File: config.mk
export PLATFORM = sky130hd
export DESIGN_NAME = serdes_init_seq
export DESIGN_NICKNAME = d
export VERILOG_FILES = /design/src/rtl/serdes_init_pkg.sv /design/src/rtl/apb_xfer.sv /design/src/rtl/seq_timer.sv /design/src/rtl/serdes_init_seq.sv
export SDC_FILE = /design/constraint.sdc
export NUM_CORES = 1
export LEC_CHECK = 0
export ABC_AREA = 1
export BUFFER_PORTS_ARGS = -buffer_cell sky130_fd_sc_hd__buf_2
export CORE_ASPECT_RATIO = 1.75
export CORE_MARGIN = 2
export CORE_UTILIZATION = 45
export CTS_CLUSTER_DIAMETER = 200
export DETAILED_ROUTE_END_ITERATION = 7
export GPL_TIMING_DRIVEN = 0
export PLACE_DENSITY_LB_ADDON = 0.2
export SETUP_SLACK_MARGIN = 0.1
export SYNTH_ARGS = -nofsm -noshare
export SYNTH_HDL_FRONTEND = slang
export SYNTH_HIERARCHICAL = 1
export SYNTH_SLANG_ARGS = --single-unit
File: constraint.sdc
create_clock -name clk -period 3.5 [get_ports clk]
set_input_delay 0.35 -clock clk [delete_from_list [all_inputs] [get_ports clk]]
set_output_delay 0.35 -clock clk [all_outputs]
set_load 0.005 [all_outputs]
File: src/rtl/serdes_init_pkg.sv
package serdes_init_pkg;

  localparam int TBL_DEPTH = 6;
  localparam logic [15:0] CDR_CTRL_ADDR = 16'h0040;
  localparam logic [15:0] STATUS_ADDR   = 16'h0044;

  typedef enum logic [3:0] {
    ST_IDLE, ST_RESET, ST_INIT, ST_DONE, ST_RXRST,
    ST_FREQ, ST_COARSE, ST_FINE, ST_REFRESH
  } seq_state_t;

  typedef struct packed {
    logic [15:0] addr;
    logic [31:0] data;
  } reg_wr_t;

  // Configuration table: address is 4 * index
  function automatic reg_wr_t table_entry(input int unsigned idx);
    reg_wr_t e;
    e.addr = 16'(idx * 4);
    case (idx)
      0:       e.data = 32'h0000_0001; // reference clock drives the SERDES clock
      1:       e.data = 32'h0000_0014; // N = 20
      2:       e.data = 32'h0000_0001; // M = 1
      3:       e.data = 32'h0000_0002; // F = 2
      4:       e.data = 32'h0000_12C0; // 4800 Mb/s
      default: e.data = 32'h0000_0032; // 50 ohm
    endcase
    return e;
  endfunction

  function automatic logic [31:0] step_code(input seq_state_t s);
    case (s)
      ST_FREQ:   return 32'd1;
      ST_COARSE: return 32'd2;
      default:   return 32'd3;
    endcase
  endfunction

  function automatic seq_state_t step_next(input seq_state_t s);
    case (s)
      ST_FREQ:   return ST_COARSE;
      ST_COARSE: return ST_FINE;
      default:   return ST_REFRESH;
    endcase
  endfunction

endpackage

File: src/rtl/apb_xfer.sv
module apb_xfer #(
  parameter int ADDR_W = 16,
  parameter int DATA_W = 32
) (
  input  logic              clk,
  input  logic              rst,
  input  logic              start,
  input  logic              wr,
  input  logic [ADDR_W-1:0] addr,
  input  logic [DATA_W-1:0] wdata,
  output logic              done,
  output logic [DATA_W-1:0] rdata,
  output logic              psel,
  output logic              penable,
  output logic              pwrite,
  output logic [ADDR_W-1:0] paddr,
  output logic [DATA_W-1:0] pwdata,
  input  logic              pready,
  input  logic [DATA_W-1:0] prdata
);

  always_ff @(posedge clk) begin
    if (rst) begin
      psel    <= 1'b0;
      penable <= 1'b0;
      pwrite  <= 1'b0;
      paddr   <= '0;
      pwdata  <= '0;
      done    <= 1'b0;
      rdata   <= '0;
    end else begin
      done <= 1'b0;
      if (!psel) begin
        if (start) begin
          psel   <= 1'b1;
          pwrite <= wr;
          paddr  <= addr;
          pwdata <= wdata;
        end
      end else if (!penable) begin
        penable <= 1'b1;
      end else if (pready) begin
        psel    <= 1'b0;
        penable <= 1'b0;
        done    <= 1'b1;
        rdata   <= prdata;
      end
    end
  end

  p_enable_needs_sel_r2: assert property (@(posedge clk) disable iff (rst)
    penable |-> psel);
  p_setup_first_r2: assert property (@(posedge clk) disable iff (rst)
    $rose(penable) |-> $past(psel && !penable));
  p_hold_on_wait_r2: assert property (@(posedge clk) disable iff (rst)
    (psel && penable && !pready) |=>
      (psel && penable && $stable(paddr) && $stable(pwdata) && $stable(pwrite)));

endmodule

File: src/rtl/seq_timer.sv
module seq_timer #(
  parameter int CNT_W = 11
) (
  input  logic             clk,
  input  logic             rst,
  input  logic             load,
  input  logic [CNT_W-1:0] len,
  output logic             expired
);

  logic [CNT_W-1:0] cnt_q;

  always_ff @(posedge clk) begin
    if (rst)               cnt_q <= '0;
    else if (load)         cnt_q <= len;
    else if (cnt_q != '0)  cnt_q <= cnt_q - 1'b1;
  end

  assign expired = (cnt_q == '0);

  p_count_down_r7: assert property (@(posedge clk) disable iff (rst)
    (!load && cnt_q != '0) |=> (cnt_q == $past(cnt_q) - 1'b1));

endmodule

File: src/rtl/serdes_init_seq.sv
module serdes_init_seq
  import serdes_init_pkg::*;
#(
  parameter int ADDR_W      = 16,
  parameter int DATA_W      = 32,
  parameter int NUM_LANES   = 4,
  parameter int HOLD_CYCLES = 1024,
  parameter int POLL_CYCLES = 4096
) (
  input  logic                 clk,
  input  logic                 rst,
  output logic [ADDR_W-1:0]    paddr,
  output logic [DATA_W-1:0]    pwdata,
  input  logic [DATA_W-1:0]    prdata,
  output logic                 psel,
  output logic                 penable,
  output logic                 pwrite,
  input  logic                 pready,
  output logic [NUM_LANES-1:0] lane_rst,
  output logic                 init_done,
  output logic                 rx_locked,
  output logic [DATA_W-1:0]    status_word
);

  localparam int TMR_MAX = (HOLD_CYCLES > POLL_CYCLES) ? HOLD_CYCLES : POLL_CYCLES;
  localparam int CNT_W   = $clog2(TMR_MAX + 1);
  localparam int IDX_W   = $clog2(TBL_DEPTH);
  localparam logic [IDX_W-1:0] LAST_IDX = IDX_W'(TBL_DEPTH - 1);

  seq_state_t        state_q;
  logic [IDX_W-1:0]  idx_q;
  logic              pend_q, hold_q, lrst_q, done_q, locked_q;
  logic              start_q, wr_q, tload_q;
  logic [ADDR_W-1:0] addr_q;
  logic [DATA_W-1:0] wdata_q, status_q;
  logic [CNT_W-1:0]  tlen_q;
  logic              xfer_done, tmr_exp, hold_over;
  logic [DATA_W-1:0] xfer_rdata;
  reg_wr_t           entry;

  assign entry     = table_entry(int'(idx_q));
  assign hold_over = hold_q && tmr_exp && !tload_q;

  apb_xfer #(.ADDR_W(ADDR_W), .DATA_W(DATA_W)) u_bus (
    .clk(clk), .rst(rst), .start(start_q), .wr(wr_q), .addr(addr_q),
    .wdata(wdata_q), .done(xfer_done), .rdata(xfer_rdata),
    .psel(psel), .penable(penable), .pwrite(pwrite), .paddr(paddr),
    .pwdata(pwdata), .pready(pready), .prdata(prdata)
  );

  seq_timer #(.CNT_W(CNT_W)) u_tmr (
    .clk(clk), .rst(rst), .load(tload_q), .len(tlen_q), .expired(tmr_exp)
  );

  always_ff @(posedge clk) begin
    if (rst) begin
      state_q  <= ST_IDLE;
      idx_q    <= '0;
      pend_q   <= 1'b0;
      hold_q   <= 1'b0;
      lrst_q   <= 1'b1;
      done_q   <= 1'b0;
      locked_q <= 1'b0;
      status_q <= '0;
      start_q  <= 1'b0;
      wr_q     <= 1'b0;
      addr_q   <= '0;
      wdata_q  <= '0;
      tload_q  <= 1'b0;
      tlen_q   <= '0;
    end else begin
      start_q <= 1'b0;
      tload_q <= 1'b0;
      case (state_q)
        ST_IDLE: begin
          lrst_q  <= 1'b1;
          hold_q  <= 1'b1;
          tload_q <= 1'b1;
          tlen_q  <= CNT_W'(HOLD_CYCLES);
          state_q <= ST_RESET;
        end
        ST_RESET: if (hold_over) begin
          hold_q  <= 1'b0;
          lrst_q  <= 1'b0;
          idx_q   <= '0;
          state_q <= ST_INIT;
        end
        ST_INIT: begin
          if (!pend_q) begin
            start_q <= 1'b1;
            wr_q    <= 1'b1;
            addr_q  <= ADDR_W'(entry.addr);
            wdata_q <= DATA_W'(entry.data);
            pend_q  <= 1'b1;
          end else if (xfer_done) begin
            pend_q <= 1'b0;
            if (idx_q == LAST_IDX) state_q <= ST_DONE;
            else                   idx_q   <= idx_q + 1'b1;
          end
        end
        ST_DONE: begin
          done_q  <= 1'b1;
          lrst_q  <= 1'b1;
          hold_q  <= 1'b1;
          tload_q <= 1'b1;
          tlen_q  <= CNT_W'(HOLD_CYCLES);
          state_q <= ST_RXRST;
        end
        ST_RXRST: if (hold_over) begin
          hold_q  <= 1'b0;
          lrst_q  <= 1'b0;
          state_q <= ST_FREQ;
        end
        ST_FREQ, ST_COARSE, ST_FINE: begin
          if (!pend_q && !hold_q) begin
            start_q <= 1'b1;
            wr_q    <= 1'b1;
            addr_q  <= ADDR_W'(CDR_CTRL_ADDR);
            wdata_q <= DATA_W'(step_code(state_q));
            pend_q  <= 1'b1;
          end else if (pend_q && xfer_done) begin
            pend_q  <= 1'b0;
            hold_q  <= 1'b1;
            tload_q <= 1'b1;
            tlen_q  <= CNT_W'(HOLD_CYCLES);
          end else if (hold_over) begin
            hold_q  <= 1'b0;
            state_q <= step_next(state_q);
          end
        end
        default: begin
          if (!pend_q && !hold_q) begin
            start_q <= 1'b1;
            wr_q    <= 1'b0;
            addr_q  <= ADDR_W'(STATUS_ADDR);
            wdata_q <= '0;
            pend_q  <= 1'b1;
          end else if (pend_q && xfer_done) begin
            pend_q   <= 1'b0;
            hold_q   <= 1'b1;
            tload_q  <= 1'b1;
            tlen_q   <= CNT_W'(POLL_CYCLES);
            status_q <= xfer_rdata;
            locked_q <= xfer_rdata[0];
          end else if (hold_over) begin
            hold_q <= 1'b0;
          end
        end
      endcase
    end
  end

  // One register fans out to every lane
  for (genvar g = 0; g < NUM_LANES; g++) begin : g_lane
    assign lane_rst[g] = lrst_q;
  end

  assign init_done   = done_q;
  assign rx_locked   = locked_q;
  assign status_word = status_q;

  p_no_xfer_in_reset_r4: assert property (@(posedge clk) disable iff (rst)
    psel |-> !lrst_q);
  p_done_sticky_r5: assert property (@(posedge clk) disable iff (rst)
    init_done |=> init_done);
  p_step_after_hold_r7: assert property (@(posedge clk) disable iff (rst)
    ((state_q == ST_COARSE || state_q == ST_FINE || state_q == ST_REFRESH) &&
     state_q != $past(state_q)) |-> $past(tmr_exp));
  p_status_from_read_r9: assert property (@(posedge clk) disable iff (rst)
    $past(xfer_done && state_q == ST_REFRESH) |-> (status_word == xfer_rdata));

endmodule

# After elaboration in Yosys (flattened, before gate mapping)
# Index checks and enable logic that the tools add are counted.
dict set report totals {
  ff_bits 205
  inputBits 35
  out_inout_bits 89
}
dict set report classes {
  addsub 2
  n_eq_ne 27
  muxes 58
  n_bitwise 7
  reduce_logical 36
}
# operator count
set ops {}
lappend ops {{$mux W32} 3}
lappend ops {{$pmux W32 S3} 1}
lappend ops {{$mux W13} 6}
lappend ops {{$pmux W13 S4} 1}
lappend ops {{$mux W16} 3}
lappend ops {{$pmux W16 S3} 1}
lappend ops {{$pmux W13 S3} 1}
lappend ops {{$mux W4} 8}
lappend ops {{$ne A2 B2 Y1 const B} 12}
lappend ops {{$pmux W4 S6} 1}
lappend ops {{$mux W1} 20}
lappend ops {{$eq A4 B3 Y1 const B} 4}
lappend ops {{$logic_not A13 Y1} 1}
lappend ops {{$reduce_bool A13 Y1} 1}
lappend ops {{$sub A13 B1 Y13 const B} 1}
lappend ops {{$mux W3} 4}
lappend ops {{$reduce_and A5 Y1} 2}
lappend ops {{$reduce_bool A2 Y1} 5}
lappend ops {{$reduce_and A9 Y1} 1}
lappend ops {{$reduce_or A3 Y1} 3}
lappend ops {{$eq A4 B2 Y1 const B} 2}
lappend ops {{$pmux W1 S2} 4}
lappend ops {{$pmux W4 S2} 1}
lappend ops {{$reduce_and A2 Y1} 4}
lappend ops {{22 further kinds} 40}

# Logic depth before layout (Yosys ltp)
# Gate-level depths: netlist of run 1.
dict set report depth {
  depth_word 7
  ltp_mapped 13
  ltp_nobuf 13
}

# Cells and area by module
# The synthesis of run 1 kept the hierarchy.
# module instances cells_each area_per_inst_um2 seq_area_each_um2
set modules_own_cells {}
lappend modules_own_cells {apb_xfer 1 422 3295.7 1681.6}
lappend modules_own_cells {serdes_init_seq 1 338 2507.4 1161.1}
lappend modules_own_cells {seq_timer 1 139 942.2 260.2}

# Worst setup path after synthesis of run 1
# OpenSTA, ideal clock, no wires.
dict set report synth_timing {
  path_kind {register to register}
  startpoint {register u_tmr.cnt_q[0]}
  endpoint {register idx_q[0]}
  setup_time_ns 0.113
  arrival_time_ns 1.626
  required_ns 3.387
  setup_slack_ns 1.762
  stages_incl_launch_ff 14
  n_path_buf 0
  period_less_slack_ns 1.738
  path_cell_list {dfxtp_1 -> inv_1 -> ha_1 -> inv_1 -> nor3_4 -> nand2_4 -> inv_1 -> nand2_1 -> inv_1 -> o21ai_0 -> nor2_1 -> nand2_1 -> nand2_1 -> nor2_1}
}
dict set report synth_via {
  elab_chain_cells 5
}
# element line
set synth_rtl {}
lappend synth_rtl {{start: declaration} seq_timer.sv:11} ;# logic [CNT_W-1:0] cnt_q;
lappend synth_rtl {{start signal: assignment} seq_timer.sv:15} ;# else if (load) cnt_q <= len;
lappend synth_rtl {{start signal: assignment} seq_timer.sv:16} ;# else if (cnt_q != '0) cnt_q <= cnt_q - 1'b1;
lappend synth_rtl {{$logic_not A13 Y1} seq_timer.sv:19} ;# assign expired = (cnt_q == '0);
lappend synth_rtl {{named net tmr_exp} serdes_init_seq.sv:37} ;# logic xfer_done, tmr_exp, hold_over;
lappend synth_rtl {{$logic_and A1 B1 Y1 (2 in series)} serdes_init_seq.sv:42} ;# assign hold_over = hold_q && tmr_exp && !tload_q;
lappend synth_rtl {{$ne A2 B2 Y1 (no line)} n/a}
lappend synth_rtl {{$reduce_and A5 Y1 (no line)} n/a}
lappend synth_rtl {{end signal: assignment} serdes_init_seq.sv:98} ;# else idx_q <= idx_q + 1'b1;
lappend synth_rtl {{end: declaration} serdes_init_seq.sv:31} ;# logic [IDX_W-1:0] idx_q;
# The timed path passes the listed nets, and every way through them passes these cells.
# A chain may end at the register's enable or synchronous reset.

# Worst setup path after layout of run 1
# Same ends and word-level chain as after synthesis.

==> results of run 1 <==
==> metrics by stage <==
step | hold slack [ps] | std cells | utilization | instance area (um^2)
6_report | 142 | 1283 | 0.567 | 8370
5_1_grt | 141 | 1283 | 0.567 | 8370
4_1_cts | 128 | 1282 | 0.567 | 8370
3_5_place_dp | 441 | 1250 | 0.526 | 7760
3_3_place_gp | 437 | 1250 | 0.526 | 7760
2_1_floorplan | 422 | 944 | - | 6910
==> power by group through the flow <==
stage	registers (W)	clock network, W	logic [W]
global placement	0.00233	0	0.00203
finish	0.00230	0.00189	0.00205
CTS	0.00230	0.00192	0.00207
detailed placement	0.00234	0	0.00206
global route	0.00234	0.00200	0.00235
floorplan	0.00231	0	0.00156
==> worst max-delay path, delay by kind of cell, from the launching register on <==
kind	cells	cell delay, ps
AOI/OAI and AO/OA	1	70
adders and majority gates	1	180
and+or+nand+nor	7	950
DFF	1	340
buffers and inverters	4	380
==> flip-flops by register name (all words and copies together), names as in the netlist, 2 cells and up <==
name / cells
u_bus/rdata: 32
state_q: 4
u_tmr/cnt_q: 13
status_word: 32
tlen_q: 2
addr_q: 4
u_bus/paddr: 16
u_bus/pwdata: 32
idx_q: 3
wdata_q: 6
==> kinds of logic after synthesis <==
logic type	Yosys count	share of synthesized area
AOI/OAI and AO/OA	80	0.0659
xor gates and xnor gates	2	0.00260
adders and majority gates	7	0.0130
buffers and inverters	97	0.0701
DFF	155	0.460
other	1	0.000556
and+or+nand+nor	557	0.388
==> per-layer routing <==
layer	vias to the layer above	global-route usage	routed length [um]
li1	3232	-	-
met2	128	0.388	8730
met4	0	0.0667	245
met3	18	0.0522	729
met5	-	0	0
met1	2670	0.218	6220
==> final timing paths <==
| path | end | cells past startpoint | slack (ps) |
|---|---|---|---|
| hold reg to reg | init_done$_SDFFE_PP0P_ | 2 | 450 |
| setup / recovery | idx_q[0]$_SDFFE_PP0P_ | 13 | 1470 |
| setup reg to reg | idx_q[0]$_SDFFE_PP0P_ | 13 | 1470 |
| hold / removal | u_bus/rdata[30]$_SDFFE_PP0P_ | 3 | 140 |
==> layout by cell type (no fill, tap or decap), drive strengths merged, types with 4 or more instances in the layout <==
cell type and n:
conb 46, nand3 120, nand3b 50, nor2 165
buf 160, nand2 214, or2 4, a21oi 55
inv 42, clkbuf 41, o21ai 19, clkinv 5
ha 7, dfxtp 155
==> area by class of cell <==
cell class	instances	area (um^2)	area share
Timing Repair Buffer	123	616	0.0736
Clock buffer	19	453	0.0541
Tap cell	183	229	0.0274
Antenna cell	1	2.50	0.000299
Inverter	38	145	0.0173
Clock inverter	13	155	0.0185
Sequential cell	155	3100	0.371
Multi-Input combinational cell	692	3340	0.399
Buffer	59	328	0.0392
==> metrics.txt, run 1 <==
DP Wirelength 12.1 mm; distinct cell type count after synthesis 41; EDFF count, synth 0; Cell Area, Synth 6750 um^2; Worst Tran Pin Value 600 ps; unrepaired setup endpoints after global routing no; drt first-iter violations 192; Reg-to-Reg Start u_tmr/cnt_q[0]$_SDFFE_PP0P_; Rows 59; Gate power share 0.329; die area 16000 um^2; post-layout total power 0.00624 W; endpoint class of the critical path register; Synth top cells by count 203 x nand2_1, 155 x dfxtp_1, 152 x nor2_1, 116 x nand3_1, 50 x nand3b_1; drt wl/cell 12.4 um; Die X 96.6 um; area fraction of the dominant cell type after synthesis 0.460; TritonRoute pass-1 iters 5; vias in the first global route 5759; DR vias 6048; clk slew on worst S/H paths 70 ps; final worst slack 1470 ps; ranking of synthesized cells by area dfxtp_1 46%, nand2_1 11%, nand3_1 8.6%, nor2_1 8.5%, nand3b_1 5.6%; gr usage total 0.207; Worst Path Max Fanout 6; Slew HR 0.600; crit start category register; Post-synth top flop dfxtp_1; gpl congestion 0.834; Placement Setup Slack 1500 ps; worst-path cell chain inv_1 -> ha_1 -> inv_1 -> nor3_4 -> nand2_4 -> inv_1 -> nand2_1 -> inv_1 -> o21ai_0 -> nor2_1 -> nand2_1 -> nand2_1 -> nor2_1; H-tree depth 4; setup_tns 0 ps; TritonCTS Buffers 17; fmax 493 MHz; area leader, netlist dfxtp_1; count of final setup violators 0; VDD IR max 0.342 mV; port buffer count 123; hold path startpoint prdata[30]; Pint 0.00398 W; grt ovf 0; Yosys reg bits 155; syn_area_per_cell 7.50 um^2; min Tclk post-route 2030 ps; critical path class reg2reg; Max Clock Skew 11.3 ps; Via-to-Cell Ratio 4.71; Max stage delay cell, worst path dfxtp_1; Hold Buf Count CTS 0; Synth warnings 6; outcome finished clean; Min-Delay Path Class in2reg; Max-cap violations 0; FFs w/ async S/R, synth 0; Reg power frac 0.368; Worst Setup SP u_tmr/cnt_q[0]$_SDFFE_PP0P_; P_leak 3.91 nW; crit share post-route 0.579; worst skew pair latency 420 ps; Critical Path Most Common Cell inv_1; die height 166 um; Final Slew Violations 0; sw power 0.00225 W; # DRC 0; IO Pins 124; CTS sink cnt 155; most frequent cell after synthesis nand2_1; DRT antenna net count 0; critical path arrival 2340 ps; CTS tree built; pwr dens 745 nW/um^2; Layout fillers 1488; clock share of power 0.303; Fin. Hold Viols 0; fraction of layout instances using a drive strength above 1 0.217; CTS max path bufs 2; Core Area 14800 um^2; Sw Share 0.361; post-synthesis sequential area ratio 0.460; initial antenna violation count 1; synthesis-to-layout area growth 24.1%; Critical Path RT 3810 ps; largest net degree at the start of global routing 17; first-pass GRT wire length 26.5 mm; CTS resizes 0; Max stage delay on crit path 340 ps; Post-Syn Instances 899; DRT Wirelength 15.9 mm; nets 1128; root buffer cell clkbuf_16; initial core utilization 0.457; buffer count from post-CTS setup fixing 0
(Power assumes the default switching activity.)
==> run 2, diff against run 1 <==
==> constraint.sdc (replaced) <==
create_clock -name clk -period 2.1 [get_ports clk]
set_input_delay 0.21 -clock clk [delete_from_list [all_inputs] [get_ports clk]]
set_output_delay 0.21 -clock clk [all_outputs]
set_load 0.005 [all_outputs]
==> metrics.txt, run 2 (same netlist as run 1, synthesis figures left out) <==
TritonCTS Buffers 17; initial core utilization 0.457; worst skew pair latency 420 ps; unrepaired setup endpoints after global routing no; Placement Setup Slack 96.4 ps; Fin. Hold Viols 0; nets 1140; commonest non-fill, non-tap cell in the layout nand2_1; IO Pins 124; pwr dens 1230 nW/um^2; gr usage total 0.210; outcome finished clean; gpl congestion 0.834; TritonRoute pass-1 iters 5; Die X 96.6 um; root buffer cell clkbuf_16; drt wl/cell 12.5 um; Via-to-Cell Ratio 4.72; crit start category register; final worst slack 325 ps; die area 16000 um^2; Final Slew Violations 0; critical path arrival 2080 ps; count of final setup violators 0; DR vias 6106; Min-Delay Path Class in2reg; # DRC 0; initial antenna violation count 1; Worst Path Max Fanout 6; critical path class reg2reg; DP Wirelength 12.1 mm; grt ovf 0; P_leak 3.96 nW; setup_tns 0 ps; synthesis-to-layout area growth 25.9%; Placed Area 7760 um^2; fmax 563 MHz; drt first-iter violations 198; CTS max path bufs 2; DRT antenna net count 0; CTS sink cnt 155; VDD IR max 0.569 mV; Rows 59; fraction of layout instances using a drive strength above 1 0.219; clk slew on worst S/H paths 60 ps; vias in the first global route 5809; die height 166 um; DRT Wirelength 16.1 mm; Critical Path RT 2410 ps; Max-cap violations 0; crit share post-route 0.845; endpoint class of the critical path register; largest net degree at the start of global routing 17; Max Clock Skew 9.39 ps; Finished Core Util 0.575; Slew HR 0.606; first-pass GRT wire length 26.8 mm; most frequent cells in the layout 203 x nand2_1, 155 x dfxtp_1, 151 x nor2_1; H-tree depth 4; port buffer count 123; Worst Tran Pin Value 591 ps; CTS tree built; Finished Cell Area 8490 um^2; Core Area 14800 um^2; min Tclk post-route 1770 ps
==> run 2: layer usage <==
| metal | GRT usage | part of all wire | vias to the layer above |
|---|---|---|---|
| li1 | - | - | 3255 |
| met1 | 0.218 | 0.39 | 2709 |
| met2 | 0.397 | 0.55 | 124 |
| met3 | 0.0513 | 0.044 | 18 |
| met4 | 0.0649 | 0.015 | 0 |
| met5 | 0 | 0 | - |
==> run 2: where the power goes <==
group	switching [W]	internal (W)	leakage, nW
sequential	0.000385	0.00344	1.26
combinational	0.00209	0.00138	2.41
clock	0.00130	0.00185	0.295
==> run 2: final cells by class <==
type	instances	area, um^2
diodes	1	2.50
plain buffers	59	328
clock buffers	19	453
clock inverters	13	155
fillers	1473	6270
inverters	38	145
multi-input cells	692	3340
flip-flops and latches	155	3100
well taps	183	229
repair buffers	135	731
==> run 2: path summary, 6_finish.rpt <==
kind / slack [ps] / depth (start not counted) / startpoint / end
hold / removal: 20 / 3 / prdata[13] / u_bus/rdata[13]$_SDFFE_PP0P_
hold reg to reg: 450 / 2 / init_done$_SDFFE_PP0P_ / init_done$_SDFFE_PP0P_
setup reg to reg: 330 / 13 / u_tmr/cnt_q[0]$_SDFFE_PP0P_ / idx_q[0]$_SDFFE_PP0P_
setup / recovery: 330 / 13 / u_tmr/cnt_q[0]$_SDFFE_PP0P_ / idx_q[0]$_SDFFE_PP0P_
==> run 2: critical path, stage by stage, from the launching register on <==
cell and delay, ps:
dfxtp_1 350, inv_2 90, ha_1 150, inv_1 60, nor3_4 200, nand2_4 80
inv_1 60, nand2_1 100, inv_1 100, o21ai_1 70, nor2_2 230, nand2_1 80
nand2_1 60, nor2_1 40
==> run 2: metrics by stage <==
stage               cells  hold slack, ps  power [W]
finish               1295            15.9     0.0105
detailed placement   1250             429    0.00734
CTS                  1292            1.63     0.0105
floorplan             944             282    0.00644
global route         1295            13.9     0.0112
global placement     1250             427    0.00728
==> run 2: repair_timing <==
item	4_1_cts	5_1_grt
gates resized for setup	1	3
endpoints found under the hold margin	10	0
pin swaps	0	2
setup endpoints to repair	3	7
buffers inserted	0	2
hold buffers	10	0
==> run 3, diff against run 2 <==
==> constraint.sdc (replaced) <==
create_clock -name clk -period 1.7 [get_ports clk]
set_input_delay 0.17 -clock clk [delete_from_list [all_inputs] [get_ports clk]]
set_output_delay 0.17 -clock clk [all_outputs]
set_load 0.005 [all_outputs]
==> metrics.txt, run 3 (same netlist as run 1, synthesis figures left out) <==
RR Endpoint idx_q[0]$_SDFFE_PP0P_; Worst Path Max Fanout 6; Rows 59; drt wl/cell 12.6 um; crit start category register; Final Slew Violations 0; Die X 96.6 um; die area 16000 um^2; outcome finished clean; Reg-to-Reg Start u_tmr/cnt_q[0]$_SDFFE_PP0P_; DP Wirelength 12.1 mm; Placement Setup Slack -107 ps; die height 166 um; first-pass GRT wire length 27.3 mm; multi-input logic area 3440 um^2; R2R depth 13; critical path class reg2reg; critical path arrival 1860 ps; root buffer cell clkbuf_16; storage element area 3120 um^2; Core Area 14800 um^2; commonest non-fill, non-tap cell in the layout nand2_1; initial core utilization 0.457; final worst slack 165 ps; largest net degree at the start of global routing 17; gr usage total 0.214; CTS sink cnt 155; Critical Path RT 2020 ps; DRT Wirelength 16.8 mm; count of final setup violators 0; Max Clock Skew 24.3 ps; gpl congestion 0.856; Via-to-Cell Ratio 4.79; CP endpoint idx_q[0]$_SDFFE_PP0P_; worst skew pair latency 430 ps; Fin. Hold Viols 0; P_leak 4.18 nW; fmax 652 MHz; grt ovf 0; IO Pins 124; R2R Setup Slk 170 ps; synthesis-to-layout area growth 33.9%; VDD IR max 0.790 mV; CTS tree built; drt first-iter violations 249; unrepaired setup endpoints after global routing yes; DR vias 6374; port buffer count 123; DRT antenna net count 0; TritonCTS Buffers 17; Slew HR 0.612; Min-Delay Path Class in2reg; pwr dens 1540 nW/um^2; crit share post-route 0.903; Max-cap violations 0; hold slack final 11.7 ps; Worst Setup SP u_tmr/cnt_q[0]$_SDFFE_PP0P_; Worst Tran Pin Value 582 ps; endpoint class of the critical path register; H-tree depth 4; TritonRoute pass-1 iters 6; Layout fillers 1378; diode count 0; fraction of layout instances using a drive strength above 1 0.253; most frequent cells in the layout 196 x nand2_1, 147 x dfxtp_1, 145 x nor2_1; clk slew on worst S/H paths 70 ps; # DRC 0; vias in the first global route 6019; min Tclk post-route 1530 ps; CTS max path bufs 2; initial antenna violation count 0; nets 1178
run 3: changes by cell type in the layout (fill, tap and decap cells not counted), sizes merged:
cell / before / now
clkbuf: 41 / 42
buf: 162 / 178
clkinvlp: 2 / 3
diode: 1 / 0
clkinv: 5 / 2
bufinv: 2 / 4
dlygate4sd3: 10 / 31
run 3: how the worst min path moves through the flow:
| stage | startpoint | endpoint | slack [ps] | cells past startpoint |
|---|---|---|---|---|
| floorplan | rst | u_bus/done$_SDFF_PP0_ | 240 | 1 |
| global placement | prdata[31] | u_bus/rdata[31]$_SDFFE_PP0P_ | 390 | 3 |
| detailed placement | prdata[31] | u_bus/rdata[31]$_SDFFE_PP0P_ | 390 | 3 |
| CTS | prdata[11] | u_bus/rdata[11]$_SDFFE_PP0P_ | 10 | 3 |
| global route | prdata[11] | u_bus/rdata[11]$_SDFFE_PP0P_ | 50 | 3 |
| finish | prdata[11] | u_bus/rdata[11]$_SDFFE_PP0P_ | 10 | 3 |
run 3: repair_timing:
item	in CTS	in global routing
buffers inserted	8	10
setup endpoints to repair	17	52
cloned	0	1
hold endpoints to repair	31	0
pin swaps	6	12
hold buffers	31	0
resized for setup	14	30
run 3: area by class of cell:
cell class                      count  area share
Clock buffer                       19      0.0491
Tap cell                          183      0.0254
Timing Repair Buffer              173       0.122
Inverter                           38      0.0176
Multi-Input combinational cell    692       0.382
Buffer                             59      0.0369
Sequential cell                   155       0.345
Clock inverter                     13      0.0226
run 3: through the flow:
step	utilization	total power (W)	area, um^2	setup TNS (ps)	cells
after detailed placement	0.527	0.00909	7780	-442	1250
after global placement	0.527	0.00903	7780	-372	1250
after floorplan	-	0.00800	6930	0	944
after CTS	0.598	0.0135	8820	0	1321
final	0.612	0.0139	9030	0	1332
after global routing	0.612	0.0148	9030	0	1332
run 3: critical path: stages, from the launching register on:
cell,delay [ps]
dfxtp_4,350
inv_4,60
ha_4,120
inv_2,40
nor3_4,170
nand2_4,80
inv_2,60
nand2_4,70
inv_4,80
o21ai_4,60
nor2_4,170
nand2_1,70
nand2_1,60
nor2_1,50
run 3: power breakdown:
| part | internal, W | leakage, nW | switching [W] |
|---|---|---|---|
| clock network | 0.00254 | 0.311 | 0.00162 |
| logic | 0.00213 | 2.60 | 0.00283 |
| registers | 0.00428 | 1.26 | 0.000500 |
run 3: per-layer routing:
| layer | track usage | routed length (um) |
|---|---|---|
| met1 | 0.218 | 6380 |
| met2 | 0.414 | 9540 |
| met3 | 0.0445 | 630 |
| met5 | 0 | 0 |
| met4 | 0.0704 | 270 |
